**config.mk**
```make
export PLATFORM = sky130hd
export DESIGN_NAME = dtc_xfer_unit
export DESIGN_NICKNAME = d
export VERILOG_FILES = /design/src/rtl/dtc_xfer_pkg.sv /design/src/rtl/dtc_count_unit.sv /design/src/rtl/dtc_addr_unit.sv /design/src/rtl/dtc_xfer_unit.sv
export SDC_FILE = /design/constraint.sdc
export NUM_CORES = 1
export LEC_CHECK = 0
export BUFFER_PORTS_ARGS = -buffer_cell sky130_fd_sc_hd__clkbuf_2
export CELL_PAD_IN_SITES_DETAIL_PLACEMENT = 0
export CELL_PAD_IN_SITES_GLOBAL_PLACEMENT = 1
export CORE_UTILIZATION = 36
export CTS_BUF_LIST = sky130_fd_sc_hd__clkbuf_8 sky130_fd_sc_hd__clkbuf_16
export CTS_CLUSTER_SIZE = 40
export DETAILED_ROUTE_END_ITERATION = 10
export GPL_TIMING_DRIVEN = 1
export PLACE_DENSITY_LB_ADDON = 0.1
export SETUP_SLACK_MARGIN = 0.4
export SYNTH_ARGS = -nofsm -noshare
export SYNTH_HDL_FRONTEND = slang
export SYNTH_SLANG_ARGS = --single-unit
```
**constraint.sdc**
```tcl
create_clock -name clk -period 2.38 [get_ports clk]
set_clock_uncertainty 0.05 [all_clocks]
set_input_delay 0.238 -clock clk [delete_from_list [all_inputs] [get_ports clk]]
set_output_delay 0.238 -clock clk [all_outputs]
set_load 0.01 [all_outputs]
```
**src/rtl/dtc_xfer_pkg.sv**
```systemverilog
package dtc_xfer_pkg;

    typedef enum logic [1:0] {
        XM_NORMAL = 2'b00,
        XM_REPEAT = 2'b01,
        XM_BLOCK  = 2'b10,
        XM_ALTREP = 2'b11
    } xfer_mode_e;

    typedef struct packed {
        xfer_mode_e mode;
        logic       word;
        logic       src_inc;
        logic       dst_inc;
        logic       area_dst;
    } xfer_cfg_t;

    localparam int SIDE_SRC = 0;
    localparam int SIDE_DST = 1;
    localparam int NUM_SIDES = 2;

    // Raw mode code to enum; the spare code behaves as repeat.
    function automatic xfer_mode_e decode_mode(input logic [1:0] raw);
        case (raw)
            2'b00:   return XM_NORMAL;
            2'b01:   return XM_REPEAT;
            2'b10:   return XM_BLOCK;
            default: return XM_REPEAT;
        endcase
    endfunction

    // Repeat and block modes share the split-counter behaviour.
    function automatic logic is_cyclic(input xfer_mode_e m);
        return m != XM_NORMAL;
    endfunction

endpackage

```
**src/rtl/dtc_count_unit.sv**
```systemverilog
module dtc_count_unit
    import dtc_xfer_pkg::*;
#(
    parameter int CNT_W = 16
) (
    input  logic             clk,
    input  logic             rst,
    input  logic             load,
    input  logic [CNT_W-1:0] ld_count,
    input  logic             cyclic,
    input  logic             xfer,
    output logic [CNT_W-1:0] count_q,
    output logic             active_q,
    output logic             done_q,
    output logic             reload_q,
    output logic             step,
    output logic             reload_now
);
    localparam int HALF = CNT_W / 2;

    logic [HALF-1:0]  lo, hi;
    logic             lo_last;
    logic             end_now;
    logic [CNT_W-1:0] count_next;

    assign lo      = count_q[HALF-1:0];
    assign hi      = count_q[CNT_W-1:HALF];
    assign lo_last = (lo == HALF'(1));

    // A strobe counts only while running and not overridden by a load.
    assign step       = xfer & active_q & ~load;
    assign reload_now = step & cyclic & lo_last;
    assign end_now    = step & ~cyclic & (count_q == CNT_W'(1));

    always_comb begin
        if (cyclic) begin
            count_next = {hi, (lo_last ? hi : lo - HALF'(1))};
        end else begin
            count_next = count_q - CNT_W'(1);
        end
    end

    always_ff @(posedge clk) begin
        if (rst) begin
            count_q  <= '0;
            active_q <= 1'b0;
            done_q   <= 1'b0;
            reload_q <= 1'b0;
        end else begin
            done_q   <= end_now;
            reload_q <= reload_now;
            if (load) begin
                count_q  <= ld_count;
                active_q <= 1'b1;
            end else if (step) begin
                count_q <= count_next;
                if (end_now) begin
                    active_q <= 1'b0;
                end
            end
        end
    end

endmodule

```
**src/rtl/dtc_addr_unit.sv**
```systemverilog
module dtc_addr_unit #(
    parameter int ADDR_W = 24
) (
    input  logic              clk,
    input  logic              rst,
    input  logic              load,
    input  logic [ADDR_W-1:0] ld_addr,
    input  logic              ld_inc,
    input  logic              ld_restore,
    input  logic              word,
    input  logic              step,
    input  logic              reload_now,
    output logic [ADDR_W-1:0] addr_q
);
    logic [ADDR_W-1:0] base_q;
    logic              inc_q;
    logic              restore_q;
    logic [ADDR_W-1:0] stride;
    logic [ADDR_W-1:0] addr_next;

    assign stride = word ? ADDR_W'(2) : ADDR_W'(1);

    always_comb begin
        if (reload_now && restore_q) begin
            addr_next = base_q;
        end else if (inc_q) begin
            addr_next = addr_q + stride;
        end else begin
            addr_next = addr_q;
        end
    end

    always_ff @(posedge clk) begin
        if (rst) begin
            addr_q    <= '0;
            base_q    <= '0;
            inc_q     <= 1'b0;
            restore_q <= 1'b0;
        end else if (load) begin
            addr_q    <= ld_addr;
            base_q    <= ld_addr;
            inc_q     <= ld_inc;
            restore_q <= ld_restore;
        end else if (step) begin
            addr_q <= addr_next;
        end
    end

endmodule

```
**src/rtl/dtc_xfer_unit.sv**
```systemverilog
module dtc_xfer_unit
    import dtc_xfer_pkg::*;
#(
    parameter int ADDR_W = 24,
    parameter int CNT_W  = 16
) (
    input  logic              clk,
    input  logic              rst,
    input  logic              load,
    input  logic [ADDR_W-1:0] ld_src,
    input  logic [ADDR_W-1:0] ld_dst,
    input  logic [CNT_W-1:0]  ld_count,
    input  logic [1:0]        ld_mode,
    input  logic              ld_word,
    input  logic              ld_src_inc,
    input  logic              ld_dst_inc,
    input  logic              ld_area_dst,
    input  logic              xfer,
    output logic [ADDR_W-1:0] src_addr,
    output logic [ADDR_W-1:0] dst_addr,
    output logic [CNT_W-1:0]  count,
    output logic              active,
    output logic              done,
    output logic              reload,
    output logic              align_err
);
    xfer_cfg_t         cfg_q;
    xfer_mode_e        ld_mode_e;
    logic              ld_cyclic;
    logic              step;
    logic              reload_now;
    logic [ADDR_W-1:0] side_ld   [NUM_SIDES];
    logic              side_inc  [NUM_SIDES];
    logic              side_rest [NUM_SIDES];
    logic [ADDR_W-1:0] side_addr [NUM_SIDES];

    assign ld_mode_e = decode_mode(ld_mode);
    assign ld_cyclic = is_cyclic(ld_mode_e);

    always_ff @(posedge clk) begin
        if (rst) begin
            cfg_q <= '{mode: XM_NORMAL, word: 1'b0, src_inc: 1'b0,
                       dst_inc: 1'b0, area_dst: 1'b0};
        end else if (load) begin
            cfg_q <= '{mode: ld_mode_e, word: ld_word, src_inc: ld_src_inc,
                       dst_inc: ld_dst_inc, area_dst: ld_area_dst};
        end
    end

    dtc_count_unit #(.CNT_W(CNT_W)) u_count (
        .clk        (clk),
        .rst        (rst),
        .load       (load),
        .ld_count   (ld_count),
        .cyclic     (is_cyclic(cfg_q.mode)),
        .xfer       (xfer),
        .count_q    (count),
        .active_q   (active),
        .done_q     (done),
        .reload_q   (reload),
        .step       (step),
        .reload_now (reload_now)
    );

    assign side_ld[SIDE_SRC]   = ld_src;
    assign side_ld[SIDE_DST]   = ld_dst;
    assign side_inc[SIDE_SRC]  = ld_src_inc;
    assign side_inc[SIDE_DST]  = ld_dst_inc;
    assign side_rest[SIDE_SRC] = ld_cyclic & ~ld_area_dst;
    assign side_rest[SIDE_DST] = ld_cyclic &  ld_area_dst;

    for (genvar g = 0; g < NUM_SIDES; g++) begin : g_side
        dtc_addr_unit #(.ADDR_W(ADDR_W)) u_addr (
            .clk        (clk),
            .rst        (rst),
            .load       (load),
            .ld_addr    (side_ld[g]),
            .ld_inc     (side_inc[g]),
            .ld_restore (side_rest[g]),
            .word       (cfg_q.word),
            .step       (step),
            .reload_now (reload_now),
            .addr_q     (side_addr[g])
        );
    end

    assign src_addr  = side_addr[SIDE_SRC];
    assign dst_addr  = side_addr[SIDE_DST];
    assign align_err = cfg_q.word & (src_addr[0] | dst_addr[0]);

endmodule

```
* Word-level counts from Yosys, hierarchy flattened
Cells that the tools add are included.
Cells by class: add/subtract/negate cells 4, multiply operators 0, div/mod/pow operators 0, order comparisons 0, eq/ne operators 4, shift-type cells 0, mux-type cells 17, bitwise logic cells 13, reductions and logical operators 13
Operators by type and width (count):
- $mux 24 | 8
- $add 24x24->24 | 2
- $mux 16 | 3
- $eq 16x1->1 const B | 1
- $sub 16x1->16 const B | 1
- $and 1x1->1 | 9
- $eq 8x1->1 const B | 1
- $mux 8 | 1
- $reduce_and 2->1 | 4
- $reduce_bool 2->1 | 4
- $sub 8x1->8 const B | 1
- $reduce_bool 3->1 | 2
- $pmux 2 s2 | 1
- $mux 1 | 3
- $not 1->1 | 3
- $eq 2x2->1 const B | 1
- $logic_and 1x1->1 | 2
- $logic_not 2->1 | 1
- $mux 2 | 1
- $ne 2x2->1 const B | 1
- $or 1x1->1 | 1
Word-level totals: flip-flop bits (word level) 122, bits in latches 0, memory bits (writable) 0, bits in read-only memories 0, input port bits 74, output and inout bits 68, logic and storage cells 66, memories 0

* Logic depth before layout (Yosys ltp)
Gate-level depths: netlist of the first run.
depth after elaboration 8, depth in mapped cells 10, depth with buffers taken out 9

* By module
Synthesis of the first run repeated with hierarchy kept, for this count alone.
Second synthesis, totals: cells, all modules 853, area total of the unflattened synthesis 7023.0 µm²
By module, submodules not included:
- dtc_addr_unit at g_side[0].u_addr | times used 1, cells an instance 340, area each 2811.4 µm², sequential area each 1001.0 µm²
- dtc_addr_unit at g_side[1].u_addr | times used 1, cells an instance 342, area each 2807.7 µm², sequential area each 1001.0 µm²
- dtc_count_unit | times used 1, cells an instance 156, area each 1270.0 µm², sequential area each 380.4 µm²
- dtc_xfer_unit | times used 1, cells an instance 15, area each 133.9 µm², sequential area each 60.1 µm²

* Worst setup path before layout of the first run
No wires, ideal clock.
path type reg-to-reg, from register cfg_q[3] (netlist name), to register g_side[1].u_addr.addr_q[22], setup time 114 ps, arrival 2268 ps, required time 2216 ps, setup slack -52 ps, stages on the path, launching flop included 9, path buffers 0, period minus slack after synthesis 2432 ps, cells stage by stage dfxtp_1 > inv_1 > ha_1 > inv_1 > fa_1 > nand4b_1 > or2_2 > o311a_1 > a21o_1
On the way: longest elaborated chain between the ends 6
RTL lines:
- from (decl) | RTL line dtc_xfer_unit.sv:27 | xfer_cfg_t cfg_q;
- from (signal assigned) | RTL line dtc_xfer_unit.sv:42 | cfg_q <= '{mode: XM_NORMAL, word: 1'b0, src_inc: 1'b0,
- from (signal assigned) | RTL line dtc_xfer_unit.sv:45 | cfg_q <= '{mode: ld_mode_e, word: ld_word, src_inc: ld_src_inc,
- $mux 2 | RTL line dtc_addr_unit.sv:21 | assign stride = word ? ADDR_W'(2) : ADDR_W'(1);
- $add 24x24->24 | RTL line dtc_addr_unit.sv:27 | addr_next = addr_q + stride;
- $mux 24 | RTL line dtc_addr_unit.sv:26 | end else if (inc_q) begin
- $mux 24 | RTL line dtc_addr_unit.sv:24 | if (reload_now && restore_q) begin
- $mux 24 | RTL line dtc_addr_unit.sv:44 | end else if (step) begin
- $mux 24 | RTL line dtc_addr_unit.sv:39 | end else if (load) begin
- to (signal assigned) | RTL line dtc_addr_unit.sv:40 | addr_q <= ld_addr;
- to (signal assigned) | RTL line dtc_addr_unit.sv:45 | addr_q <= addr_next;
- to (decl) | RTL line dtc_addr_unit.sv:13 | output logic [ADDR_W-1:0] addr_q
Every way passes these cells. The select of a mux whose other input is x is not followed. A chain may end at the register's enable or synchronous reset.

* Final worst setup path of the first run
Same ends and word-level chain as after synthesis.

==> results.md, run 1 <==
* Data required time of the worst path at 2.64 ns
* Antenna violations before repair at 0
* Net Count, Synth at 886
* Detailed-route wire length at 23300 um
* Tightest slew margin relative to the limit at 0.558
* Warning count from the yosys run at 0
* Number of distinct library cells after synthesis at 79
* Total power per unit cell area at 604 mW/mm^2
* Maximum number of pins on one net before global-route repair at 56
* Maximum fanout along the worst path at 5
* RR Startpoint: cfg_q[3]
* Crit. End Element: flop
* Ys flop type: sky130_fd_sc_hd__dfxtp_1
* DRC errors left at 0
* Most frequent cells in the layout: sky130_fd_sc_hd__clkbuf_2 (139), sky130_fd_sc_hd__dfxtp_1 (103), sky130_fd_sc_hd__nor2_1 (91)
* Vias in the first global route at 6633
* Number of max-cap violations at 0
* I/O pin count at 142
* Clock buffer depth at 2
* Cell area after technology mapping at 0.00657 mm^2
* Average cell area after synthesis at 8.17 um^2
* Core Util, Final at 0.540
* Core Area at 0.0179 mm^2
* Outcome: finished clean
* Most frequent standard cell in the layout excluding fill and tap cells: sky130_fd_sc_hd__clkbuf_2
* Fraction of final layout cells sized beyond drive strength 1 at 0.390
* Multi-input gate area in the final layout at 0.00445 mm^2
* Endpoint of the most critical register-to-register path: g_side[1].u_addr.addr_q[22]
* Vias per Instance at 5.58
* Vertical die dimension at approximately 140 um
* Die X at approximately 140 um
* Number of routed nets with antenna violations at 0
* Number of diodes at 0
* CTS tree: yes
* Static leakage at 4.10 nW
* Total half-perimeter wirelength after legalization and detailed placement at around 16000 um
* Fill cell count at 1714
* Cells after Synth at around 800
* Number of vias in the routed layout at between 7k and 8k
* Iteration-0 DRC Markers at 323
* Final Wtd Congestion at ~0.87
* GRT Resource Usage Total at 0.240
* Post-layout instance area at 0.00967 mm^2
* Reg2reg path depth at 9
* Count of final setup violators at 0
* Area used by sequential logic in the layout at 0.00249 mm^2
* Crit path from: cfg_q[3]
* Critical Path Sink: g_side[1].u_addr.addr_q[22]
* Startpoint kind of the worst setup timing path: flop
* Clk_lat worst skew at 0.42 ns
* Number of enable flip-flop cells after synthesis at 0
* Initial cell density of the core at 0.367
* Total power at ~5.8 mW
* Routed len/inst at 18.3 um
* Wire length of the first global-routing pass at 34600 um
* Num rows at 49
* Detailed Routing Iterations Pass 1 at 5
* Aggregate negative setup slack at 0 ns
* Floorplan die area at 0.0188 mm^2
* RSZ-0062 raised after global routing: yes
* Share of the yosys chip area belonging to registers at 0.372
* Clock slew at reported path FFs at 0.06 ns
* Number of nets in the layout at around 1.1k
* Crit path arrival time at ~2.4 ns
* Number of buffers added by the clock tree synthesis step at 17
* Final hold viol count at 0
* Worst setup slack for register-to-register paths at around 0.24 ns
* Cell area after placement at 0.00784 mm^2
* Area Overhead vs Synth at 47.2%
* Actual transition at the worst max-transition pin at 0.661 ns
* CTS root buffer: sky130_fd_sc_hd__clkbuf_16
* Number of clock sinks seen by CTS at 122
* Quantity of I/O buffers inserted on ports at 141
* Ys async rst share at 0
* Kind of path behind the tightest hold check: in2reg
* Maximum clock frequency at 0.466 GHz
* Crit share post-route at 0.901
* Number of max-slew violations in the final report at 0
* Number of synthesized register bits at 122
* Min cycle time layout at 2.14 ns
* H-tree level count at 4
* Max rail drop VDD at around 500 uV
* Aggregate global routing overflow at 0
* Critical path class: reg2reg
[metrics by stage]
stage          hold slack, ns  std cells  worst slack (ns)
5_1_grt               0.00460       1276             0.156
3_5_place_dp            0.399       1175           -0.0831
3_3_place_gp            0.401       1175          -0.00169
2_1_floorplan           0.294        804             0.218
6_report               0.0116       1276             0.236
4_1_cts               0.00337       1241             0.237
[cell families (layout without fill, tap and decap cells)]
group,count (synthesis),count (layout),synth area share
xor+xnor,24,24,0.0320
flops,122,122,0.372
buf+inv,73,315,0.0442
simple gates,320,321,0.244
compound gates,214,214,0.225
fa+ha+maj,8,8,0.0175
mux,43,43,0.0661
[power breakdown]
| part | switching (mW) | leakage [nW] | total, mW | internal (mW) |
|---|---|---|---|---|
| combinational | 0.546 | 2.79 | 1.03 | 0.486 |
| sequential | 0.139 | 1.02 | 2.31 | 2.17 |
| clock | 0.933 | 0.292 | 2.50 | 1.56 |
| total | 1.62 | 4.10 | 5.84 | 4.22 |
[registers in the layout (all words and copies together) (netlist names)]
register                 flops
u_count.done_q               1
g_side.u_addr.addr_q        48
u_count.active_q             1
g_side.u_addr.base_q        48
u_count.reload_q             1
u_count.count_q             16
g_side.u_addr.inc_q          2
cfg_q                        3
g_side.u_addr.restore_q      2
[how the worst min path moves through the flow]
stage	end	cells past startpoint	from	slack, ns
final	g_side[0].u_addr.inc_q	3	ld_src_inc	0.01
after global routing	u_count.count_q[6]	2	ld_count[6]	0.005
after CTS	u_count.count_q[1]	3	ld_count[1]	0.003
after detailed placement	u_count.count_q[4]	3	ld_count[4]	0.40
after global placement	g_side[0].u_addr.base_q[3]	2	g_side[0].u_addr.base_q[3]	0.40
after floorplan	u_count.count_q[4]	2	ld_count[4]	0.29
[worst max-delay path, cell delays in order, from the launching register on]
cell	delay, ns
sky130_fd_sc_hd__dfxtp_4	0.36
sky130_fd_sc_hd__inv_6	0.08
sky130_fd_sc_hd__ha_4	0.14
sky130_fd_sc_hd__inv_2	0.03
sky130_fd_sc_hd__fa_2	0.33
sky130_fd_sc_hd__nand4b_1	0.19
sky130_fd_sc_hd__buf_6	0.16
sky130_fd_sc_hd__or2_4	0.26
sky130_fd_sc_hd__o311a_1	0.29
sky130_fd_sc_hd__a21o_1	0.16
[cell type report]
cell class | instances | share of cell area
clock buffers | 19 | 0.0468
clock inverters | 12 | 0.0113
inverters | 20 | 0.00854
multi-input cells | 610 | 0.460
flip-flops and latches | 122 | 0.257
well taps | 229 | 0.0296
repair buffers | 264 | 0.186
[timing repair]
action	4_1_cts	5_1_grt
endpoints found under the setup margin	56	59
gates resized for setup	67	110
buffers inserted	26	30
pin swaps	21	55
cloned	1	5
hold endpoints to repair	8	0
hold buffers	8	0
[synthesized netlist by cell type (3+ instances only)]
cell type	n	share of area
sky130_fd_sc_hd__nand2b_1	8	0.0076
sky130_fd_sc_hd__o31a_1	6	0.0080
sky130_fd_sc_hd__o22ai_1	4	0.0038
sky130_fd_sc_hd__clkbuf_1	42	0.024
sky130_fd_sc_hd__a32o_1	4	0.0061
sky130_fd_sc_hd__o2bb2ai_1	4	0.0053
sky130_fd_sc_hd__o21a_1	5	0.0057
sky130_fd_sc_hd__a21o_1	6	0.0069
sky130_fd_sc_hd__a311oi_1	9	0.012
sky130_fd_sc_hd__mux2i_1	40	0.061
sky130_fd_sc_hd__nand2_1	83	0.047
sky130_fd_sc_hd__inv_1	18	0.010
sky130_fd_sc_hd__a21oi_1	51	0.039
sky130_fd_sc_hd__o211ai_1	12	0.014
sky130_fd_sc_hd__o31ai_1	4	0.0046
sky130_fd_sc_hd__and4_1	6	0.0080
sky130_fd_sc_hd__dfxtp_1	122	0.37
sky130_fd_sc_hd__or4_1	4	0.0046
sky130_fd_sc_hd__mux2_2	3	0.0051
sky130_fd_sc_hd__xnor2_1	18	0.024
sky130_fd_sc_hd__or2_2	5	0.0048
sky130_fd_sc_hd__nand3_1	26	0.020
sky130_fd_sc_hd__and3_1	6	0.0057
sky130_fd_sc_hd__a221oi_1	4	0.0053
sky130_fd_sc_hd__a22oi_1	15	0.017
sky130_fd_sc_hd__o211a_1	3	0.0046
sky130_fd_sc_hd__o221ai_1	5	0.0067
sky130_fd_sc_hd__buf_2	7	0.0053
sky130_fd_sc_hd__o21ai_0	35	0.027
sky130_fd_sc_hd__and2_1	5	0.0048
sky130_fd_sc_hd__nor2_1	96	0.055
sky130_fd_sc_hd__nor3_1	22	0.017
sky130_fd_sc_hd__ha_1	6	0.011
sky130_fd_sc_hd__nand4_1	20	0.019
sky130_fd_sc_hd__a22o_1	3	0.0040
sky130_fd_sc_hd__buf_1	3	0.0017
sky130_fd_sc_hd__nor4_1	16	0.015
sky130_fd_sc_hd__a31oi_1	12	0.011
sky130_fd_sc_hd__xor2_1	6	0.0080
sky130_fd_sc_hd__a211oi_1	6	0.0069
sky130_fd_sc_hd__o311ai_0	5	0.0067
[per-layer routing]
layer  wire, um  part of all wire  vias to the layer above  track usage
li1           -                 -                     3443            -
met1      10500              0.45                     3420        0.318
met2      11100              0.48                      226        0.388
met3       1280             0.055                       30       0.0478
met4        405             0.017                        0       0.0769
met5          0                 0                        -            0
Power figures use the tool's default switching activity.
==> run 2, diff against run 1 <==
--- a/config.mk
+++ b/config.mk
@@ -8,7 +8,7 @@
 export BUFFER_PORTS_ARGS = -buffer_cell sky130_fd_sc_hd__clkbuf_2
 export CELL_PAD_IN_SITES_DETAIL_PLACEMENT = 0
 export CELL_PAD_IN_SITES_GLOBAL_PLACEMENT = 1
-export CORE_UTILIZATION = 36
+export CORE_UTILIZATION = 40
 export CTS_BUF_LIST = sky130_fd_sc_hd__clkbuf_8 sky130_fd_sc_hd__clkbuf_16
 export CTS_CLUSTER_SIZE = 40
 export DETAILED_ROUTE_END_ITERATION = 10
==> constraint.sdc (replaced) <==
create_clock -name clk -period 2.5 [get_ports clk]
set_clock_uncertainty 0.05 [all_clocks]
set_input_delay 0.25 -clock clk [delete_from_list [all_inputs] [get_ports clk]]
set_output_delay 0.25 -clock clk [all_outputs]
set_load 0.01 [all_outputs]
==> run 2 against run 1 <==
  * Count of clock-buffer cells in the layout rose by 1
  * Flip-flop and latch count is the same
  * Critical path depth stayed put
  * Combinational power decreased by 18%
  * Global-route usage up 1.8 points
  * Largest cell class unchanged
==> results.md, run 2 (synthesized netlist as in run 1, its figures left out) <==
* Outcome: finished clean
* Fill cell count at 1502 (-12%)
* Max rail drop VDD at 506 uV (about the same)
* Number of nets in the layout at 1071 (-4.1%)
* Antenna violations before repair at 2 (+2)
* Proportion of power drawn by combinational gates at 0.156 (-0.021)
* Maximum fanout along the worst path at 5 (unchanged)
* Startpoint kind of the worst setup timing path: flop
* Fraction of final layout cells sized beyond drive strength 1 at 0.321 (-0.0683)
* Reg2reg path depth at 9 (unchanged)
* Data required time of the worst path at 2.77 ns (+0.13 ns)
* Vertical die dimension at 130 um (-5.1%)
* Initial cell density of the core at 0.412 (+0.0451)
* Clk_lat worst skew at 0.42 ns (about the same)
* CTS root buffer: sky130_fd_sc_hd__clkbuf_16
* Critical path class: reg2reg
* Wire length of the first global-routing pass at 33700 um (-2.7%)
* Switching power share of the total at 0.281 (+0.00385)
* Vias per Instance at 5.67 (+1.6%)
* Maximum clock frequency at 0.460 GHz (-1.4%)
* Core Area at 0.0159 mm^2 (-11%)
* Met3 track demand over resource in global routing at 0.0595 (+0.0117)
* Clock buffer depth at 2 (unchanged)
* Final Instance Count excl. Fillers at 1218 (-4.5%)
* Num rows at 46 (-6.1%)
* Crit. End Element: flop
* Number of buffers added by the clock tree synthesis step at 17 (unchanged)
* Actual transition at the worst max-transition pin at 0.632 ns (-0.0299 ns)
* H-tree level count at 4 (unchanged)
* CTS tree: yes
* Die X at 130 um (-5.1%)
* Quantity of I/O buffers inserted on ports at 141 (unchanged)
* Count of final setup violators at 0 (unchanged)
* Crit share post-route at 0.869 (-0.0313)
* Vias in the first global route at 6477 (-2.4%)
* DRC errors left at 0 (unchanged)
* Floorplan die area at 0.0169 mm^2 (-9.9%)
* Aggregate global routing overflow at 0 (unchanged)
* Kind of path behind the tightest hold check: in2reg
* Global-route met1 utilization at 0.335 (+0.0162)
* GRT Resource Usage Total at 0.258 (+0.0181)
* Clock power frac at 0.436 (+0.008)
* Number of vias in the routed layout at 6903 (-3.0%)
* DP Cell Count at 1145 (-2.6%)
* Number of diodes at 0 (unchanged)
* Detailed-route wire length at 21700 um (-7.0%)
* Register share of total power at 0.408 (+0.013)
* Number of routed nets with antenna violations at 0 (unchanged)
* Top flop regs: g_side.u_addr.addr_q (48), g_side.u_addr.base_q (48), u_count.count_q (16)
* Static leakage at 3.73 nW (-9.0%)
* Final worst hold slack at 0.0180 ns (+0.00632 ns)
* Routed len/inst at 17.8 um (-2.6%)
* Min cycle time layout at 2.17 ns (+0.0298 ns)
* Area used by sequential logic in the layout at 0.00246 mm^2 (-0.96%)
* Number of clock sinks seen by CTS at 122 (unchanged)
* Total power per unit cell area at 605 mW/mm^2 (+0.19%)
* Sw power at 1.52 mW (-6.1%)
* Total half-perimeter wirelength after legalization and detailed placement at 14800 um (-6.6%)
* Maximum number of pins on one net before global-route repair at 70 (+25%)
* Most frequent standard cell in the layout excluding fill and tap cells: sky130_fd_sc_hd__clkbuf_2
* Multi-input gate area in the final layout at 0.00416 mm^2 (-6.4%)
* Internal cell power at 3.89 mW (-7.9%)
* Area Overhead vs Synth at 36.0%
* Final Wtd Congestion at 0.909 (+4.8%)
* Aggregate negative setup slack at 0 ns (unchanged)
* Crit path arrival time at 2.44 ns (+0.03 ns)
* I/O pin count at 142 (unchanged)
* Gr busiest metal: met2
* Iteration-0 DRC Markers at 485 (+50%)
* Number of stages on the worst hold path at 3 (unchanged)
* Global-route met2 utilization at 0.415 (+0.0268)
* Most frequent cells in the layout: sky130_fd_sc_hd__clkbuf_2 (139), sky130_fd_sc_hd__dfxtp_1 (112), sky130_fd_sc_hd__nor2_1 (92)
* RSZ-0062 raised after global routing: yes
* Final hold viol count at 0 (unchanged)
* Clock slew at reported path FFs at 0.06 ns (about the same)
* Tightest slew margin relative to the limit at 0.575 (+0.0165)
* Number of max-slew violations in the final report at 0 (unchanged)
* Detailed Routing Iterations Pass 1 at 5 (unchanged)
* Number of max-cap violations at 0 (unchanged)
[run 2: cell count changes in the layout (fill, tap and decap cells not counted), moves of 4 or more]
cell / before / now
sky130_fd_sc_hd__o21ai_0: 21 / 28
sky130_fd_sc_hd__dfxtp_2: 10 / 6
sky130_fd_sc_hd__o21ai_1: 9 / 5
sky130_fd_sc_hd__buf_6: 26 / 7
sky130_fd_sc_hd__dfxtp_1: 103 / 112
sky130_fd_sc_hd__buf_4: 87 / 56
sky130_fd_sc_hd__dfxtp_4: 9 / 4
sky130_fd_sc_hd__nand2_1: 75 / 79
[run 2: final timing paths]
path                          startpoint                           to  slack [ns]
max reg2reg                     cfg_q[3]  g_side[1].u_addr.addr_q[22]        0.33
min                          ld_count[9]           u_count.count_q[9]        0.02
min reg2reg  g_side[0].u_addr.base_q[12]  g_side[0].u_addr.base_q[12]        0.41
max                             cfg_q[3]  g_side[1].u_addr.addr_q[22]        0.33
[run 2: stage by stage]
stage	instance area [um^2]	util	setup slack (ns)	total power, mW
floorplan	6620	-	0.334	2.68
global placement	7710	0.484	0.153	2.98
detailed placement	7710	0.484	0.0542	3.00
CTS	8530	0.535	0.354	5.39
global route	8940	0.561	0.249	5.62
finish	8940	0.561	0.326	5.41
[run 2: final cells by class]
class                           instances  share of cell area
Multi-Input combinational cell        610               0.466
Sequential cell                       122               0.276
Timing Repair Buffer                  218               0.156
Clock buffer                           20              0.0522
Tap cell                              216              0.0302
Clock inverter                         12              0.0111
Inverter                               20             0.00868
[run 2: per-layer routing]
layer,vias up,routed length (um)
met5,-,0
met4,0,392
met3,33,1300
met2,222,10300
met1,3291,9710
li1,3357,-
[run 2: power groups by stage]
stage          clock [mW]  combinational (mW)  sequential, mW
6_report             2.36               0.843            2.20
2_1_floorplan           0               0.449            2.23
4_1_cts              2.40               0.792            2.20
3_5_place_dp            0               0.759            2.24
5_1_grt              2.47               0.930            2.22
3_3_place_gp            0               0.747            2.23
[run 2: critical path: stages (launching register included)]
cell                       delay, ns
sky130_fd_sc_hd__dfxtp_4        0.36
sky130_fd_sc_hd__inv_4          0.07
sky130_fd_sc_hd__ha_4           0.14
sky130_fd_sc_hd__inv_2          0.04
sky130_fd_sc_hd__fa_2           0.36
sky130_fd_sc_hd__nand4b_1       0.20
sky130_fd_sc_hd__buf_6          0.16
sky130_fd_sc_hd__or2_4          0.25
sky130_fd_sc_hd__o311a_1        0.29
sky130_fd_sc_hd__a21o_1         0.15
[run 2: repair_timing]
action                                  4_1_cts  5_1_grt
hold endpoints to repair                      9        0
hold buffers                                  9        0
cloned                                        0        2
pin swaps                                    11       21
setup buffers                                 8       22
endpoints found under the setup margin       35       46
resized for setup                            26       62
==> run 3, diff against run 2 <==
--- a/config.mk
+++ b/config.mk
@@ -13,7 +13,8 @@
 export CTS_CLUSTER_SIZE = 40
 export DETAILED_ROUTE_END_ITERATION = 10
 export GPL_TIMING_DRIVEN = 1
-export PLACE_DENSITY_LB_ADDON = 0.1
+export PLACE_DENSITY_LB_ADDON = 0.08
+export REMOVE_ABC_BUFFERS = 1
 export SETUP_SLACK_MARGIN = 0.4
 export SYNTH_ARGS = -nofsm -noshare
 export SYNTH_HDL_FRONTEND = slang
==> run 3 against run 2 <==
  * Largest power group unchanged
  * Sequential power about the same
  * Critical endpoint unchanged
  * Die area unchanged
  * Utilization increased by 0.77 points
  * Critical path depth decreased by 1
  * Design area increased by 1.4%
  * Hold slack got worse by 0.0091 ns
  * Combinational power increased by 1%
  * First-iteration DRC count decreased by 19%
  * Largest cell class unchanged
  * Critical path type unchanged
  * Sequential share of layout area decreased by 0.37 points
  * Clock power increased by 8%
  * Register-to-register slack got worse by 0.03 ns
==> results.md, run 3 (synthesized netlist as in run 1, its figures left out) <==
* Iteration-0 DRC Markers at 393 (-19%)
* Quantity of I/O buffers inserted on ports at 141 (unchanged)
* Initial cell density of the core at 0.412 (unchanged)
* Critical path class: reg2reg
* Biggest cell delay along the critical path at 0.36 ns (about the same)
* Crit path arrival time at 2.47 ns (+0.03 ns)
* Core Util, Final at 0.568 (+0.00769)
* Total power per unit cell area at 618 mW/mm^2 (+2.1%)
* Clock slew at reported path FFs at 0.06 ns (about the same)
* I/O pin count at 142 (unchanged)
* Most frequent cells in the layout: sky130_fd_sc_hd__clkbuf_2 (139), sky130_fd_sc_hd__dfxtp_1 (108), sky130_fd_sc_hd__nor2_1 (92)
* Kind of path behind the tightest hold check: in2reg
* Critical path buffer and inverter count at 2 (-1)
* Antenna violations before repair at 0 (-2)
* Total half-perimeter wirelength after legalization and detailed placement at 15100 um (+1.5%)
* Routed len/inst at 17.8 um (+0.18%)
* Maximum clock frequency at 0.453 GHz (-1.5%)
* Wire length of the first global-routing pass at 33900 um (+0.57%)
* Die X at 130 um (unchanged)
* Final Wtd Congestion at 0.860 (-5.4%)
* Actual transition at the worst max-transition pin at 0.667 ns (+0.0358 ns)
* Area Overhead vs Synth at 37.9%
* Fraction of final layout cells sized beyond drive strength 1 at 0.339 (+0.0176)
* Static leakage at 3.84 nW (+2.8%)
* H-tree level count at 4 (unchanged)
* Count of final setup violators at 0 (unchanged)
* Startpoint kind of the worst setup timing path: flop
* Crit. End Element: flop
* Total power at 5.60 mW (+3.5%)
* CTS root buffer: sky130_fd_sc_hd__clkbuf_16
* DRC errors left at 0 (unchanged)
* Crit share post-route at 0.883 (+0.0136)
* Outcome: finished clean
* Aggregate negative setup slack at 0 ns (unchanged)
* Final hold viol count at 0 (unchanged)
* Detailed-route wire length at 21800 um (+0.51%)
* Number of routed nets with antenna violations at 0 (unchanged)
* Most frequent standard cell in the layout excluding fill and tap cells: sky130_fd_sc_hd__clkbuf_2
* Crit-path leading delay family: simple AND/OR/NAND/NOR gates
* Number of buffers added by the clock tree synthesis step at 17 (unchanged)
* Num rows at 46 (unchanged)
* Number of diodes at 0 (unchanged)
* Number of vias in the routed layout at 6901 (-0.029%)
* Data required time of the worst path at 2.77 ns (about the same)
* RSZ-0062 raised after global routing: yes
* Maximum fanout along the worst path at 4 (-1)
* Vias in the first global route at 6513 (+0.56%)
* Detailed Routing Iterations Pass 1 at 6 (+1)
* Core Area at 0.0159 mm^2 (unchanged)
* Top flop regs: g_side.u_addr.addr_q (48), g_side.u_addr.base_q (48), u_count.count_q (16)
* Clock buffer depth at 2 (unchanged)
* Min cycle time layout at 2.21 ns (+0.0339 ns)
* Floorplan die area at 0.0169 mm^2 (unchanged)
* Max rail drop VDD at 482 uV (-4.7%)
* Number of max-cap violations at 0 (unchanged)
* Vias per Instance at 5.65 (-0.36%)
* CTS tree: yes
* Clk_lat worst skew at 0.43 ns (about the same)
* Number of max-slew violations in the final report at 0 (unchanged)
* Number of clock sinks seen by CTS at 122 (unchanged)
* Vertical die dimension at 130 um (unchanged)
* Maximum number of pins on one net before global-route repair at 41 (-41%)
* GRT Resource Usage Total at 0.259 (+0.000791)
* Tightest slew margin relative to the limit at 0.555 (-0.0194)
* Aggregate global routing overflow at 0 (unchanged)
* Slowest stage cell on the critical path: sky130_fd_sc_hd__dfxtp_4
* Number of nets in the layout at 1075 (+0.37%)
* Critical Path, Cell by Cell: inv_4, ha_4, inv_2, fa_2, nand4b_1, or2_4, o311a_1, a21o_1
run 3: cell types whose count changed in the layout (fill, tap and decap cells not counted), sizes merged:
cell | before | now
dlygate4sd3 | 9 | 8
clkinvlp | 4 | 0
inv | 18 | 21
clkbuf | 159 | 160
nor2 | 97 | 96
bufinv | 1 | 3
buf | 70 | 76
clkinv | 9 | 7
run 3: stage by stage:
step | setup slack (ns) | cell area [um^2] | instances | hold WS (ns)
2_1_floorplan | -0.233 | 6350 | 751 | 0.269
3_3_place_gp | 0.0901 | 7730 | 1161 | 0.400
3_5_place_dp | 0.0195 | 7730 | 1161 | 0.404
4_1_cts | 0.288 | 8650 | 1212 | 0.00194
5_1_grt | 0.199 | 9060 | 1222 | -0.000683
6_report | 0.292 | 9060 | 1222 | 0.00885
run 3: worst paths after layout:
kind / startpoint / to / slack, ns / cells past startpoint
worst max register to register: cfg_q[3] / g_side[1].u_addr.addr_q[22] / 0.29 / 8
worst max-delay path: cfg_q[3] / g_side[1].u_addr.addr_q[22] / 0.29 / 8
worst min-delay path: ld_count[8] / u_count.count_q[8] / 0.009 / 3
worst min register to register: g_side[1].u_addr.base_q[16] / g_side[1].u_addr.base_q[16] / 0.41 / 2
run 3: area by class of cell:
class                           count  area [um^2]
Tap cell                          216          270
Inverter                           20         77.6
Fill cell                        1519         6880
Clock buffer                       21          480
Multi-Input combinational cell    609         4260
Sequential cell                   122         2460
Timing Repair Buffer              223         1380
Clock inverter                     11          126
run 3: repair_timing:
| item | CTS | global route |
|---|---|---|
| hold endpoints to repair | 8 | 0 |
| pin swaps | 21 | 32 |
| hold buffers | 8 | 0 |
| resized for setup | 39 | 80 |
| gates cloned | 0 | 1 |
| endpoints found under the setup margin | 36 | 44 |
| buffers inserted | 11 | 9 |
run 3: power breakdown:
part	leakage (nW)	internal (mW)	switching [mW]
combinational	2.51	0.385	0.467
clock	0.316	1.65	0.898
sequential	1.01	2.07	0.129
total	3.84	4.10	1.49
run 3: routing by layer:
| layer | GRT usage | wire, um | vias to the layer above |
|---|---|---|---|
| met3 | 0.0603 | 1230 | 34 |
| met1 | 0.334 | 9890 | 3309 |
| met5 | 0 | 0 | - |
| li1 | - | - | 3356 |
| met4 | 0.0841 | 386 | 0 |
| met2 | 0.425 | 10300 | 202 |
run 3: worst reg2reg max path: stages, from the launching register on:
cell                       delay [ns]
sky130_fd_sc_hd__dfxtp_4         0.36
sky130_fd_sc_hd__inv_4           0.07
sky130_fd_sc_hd__ha_4            0.13
sky130_fd_sc_hd__inv_2           0.03
sky130_fd_sc_hd__fa_2            0.36
sky130_fd_sc_hd__nand4b_1        0.28
sky130_fd_sc_hd__or2_4           0.31
sky130_fd_sc_hd__o311a_1         0.35
sky130_fd_sc_hd__a21o_1          0.16
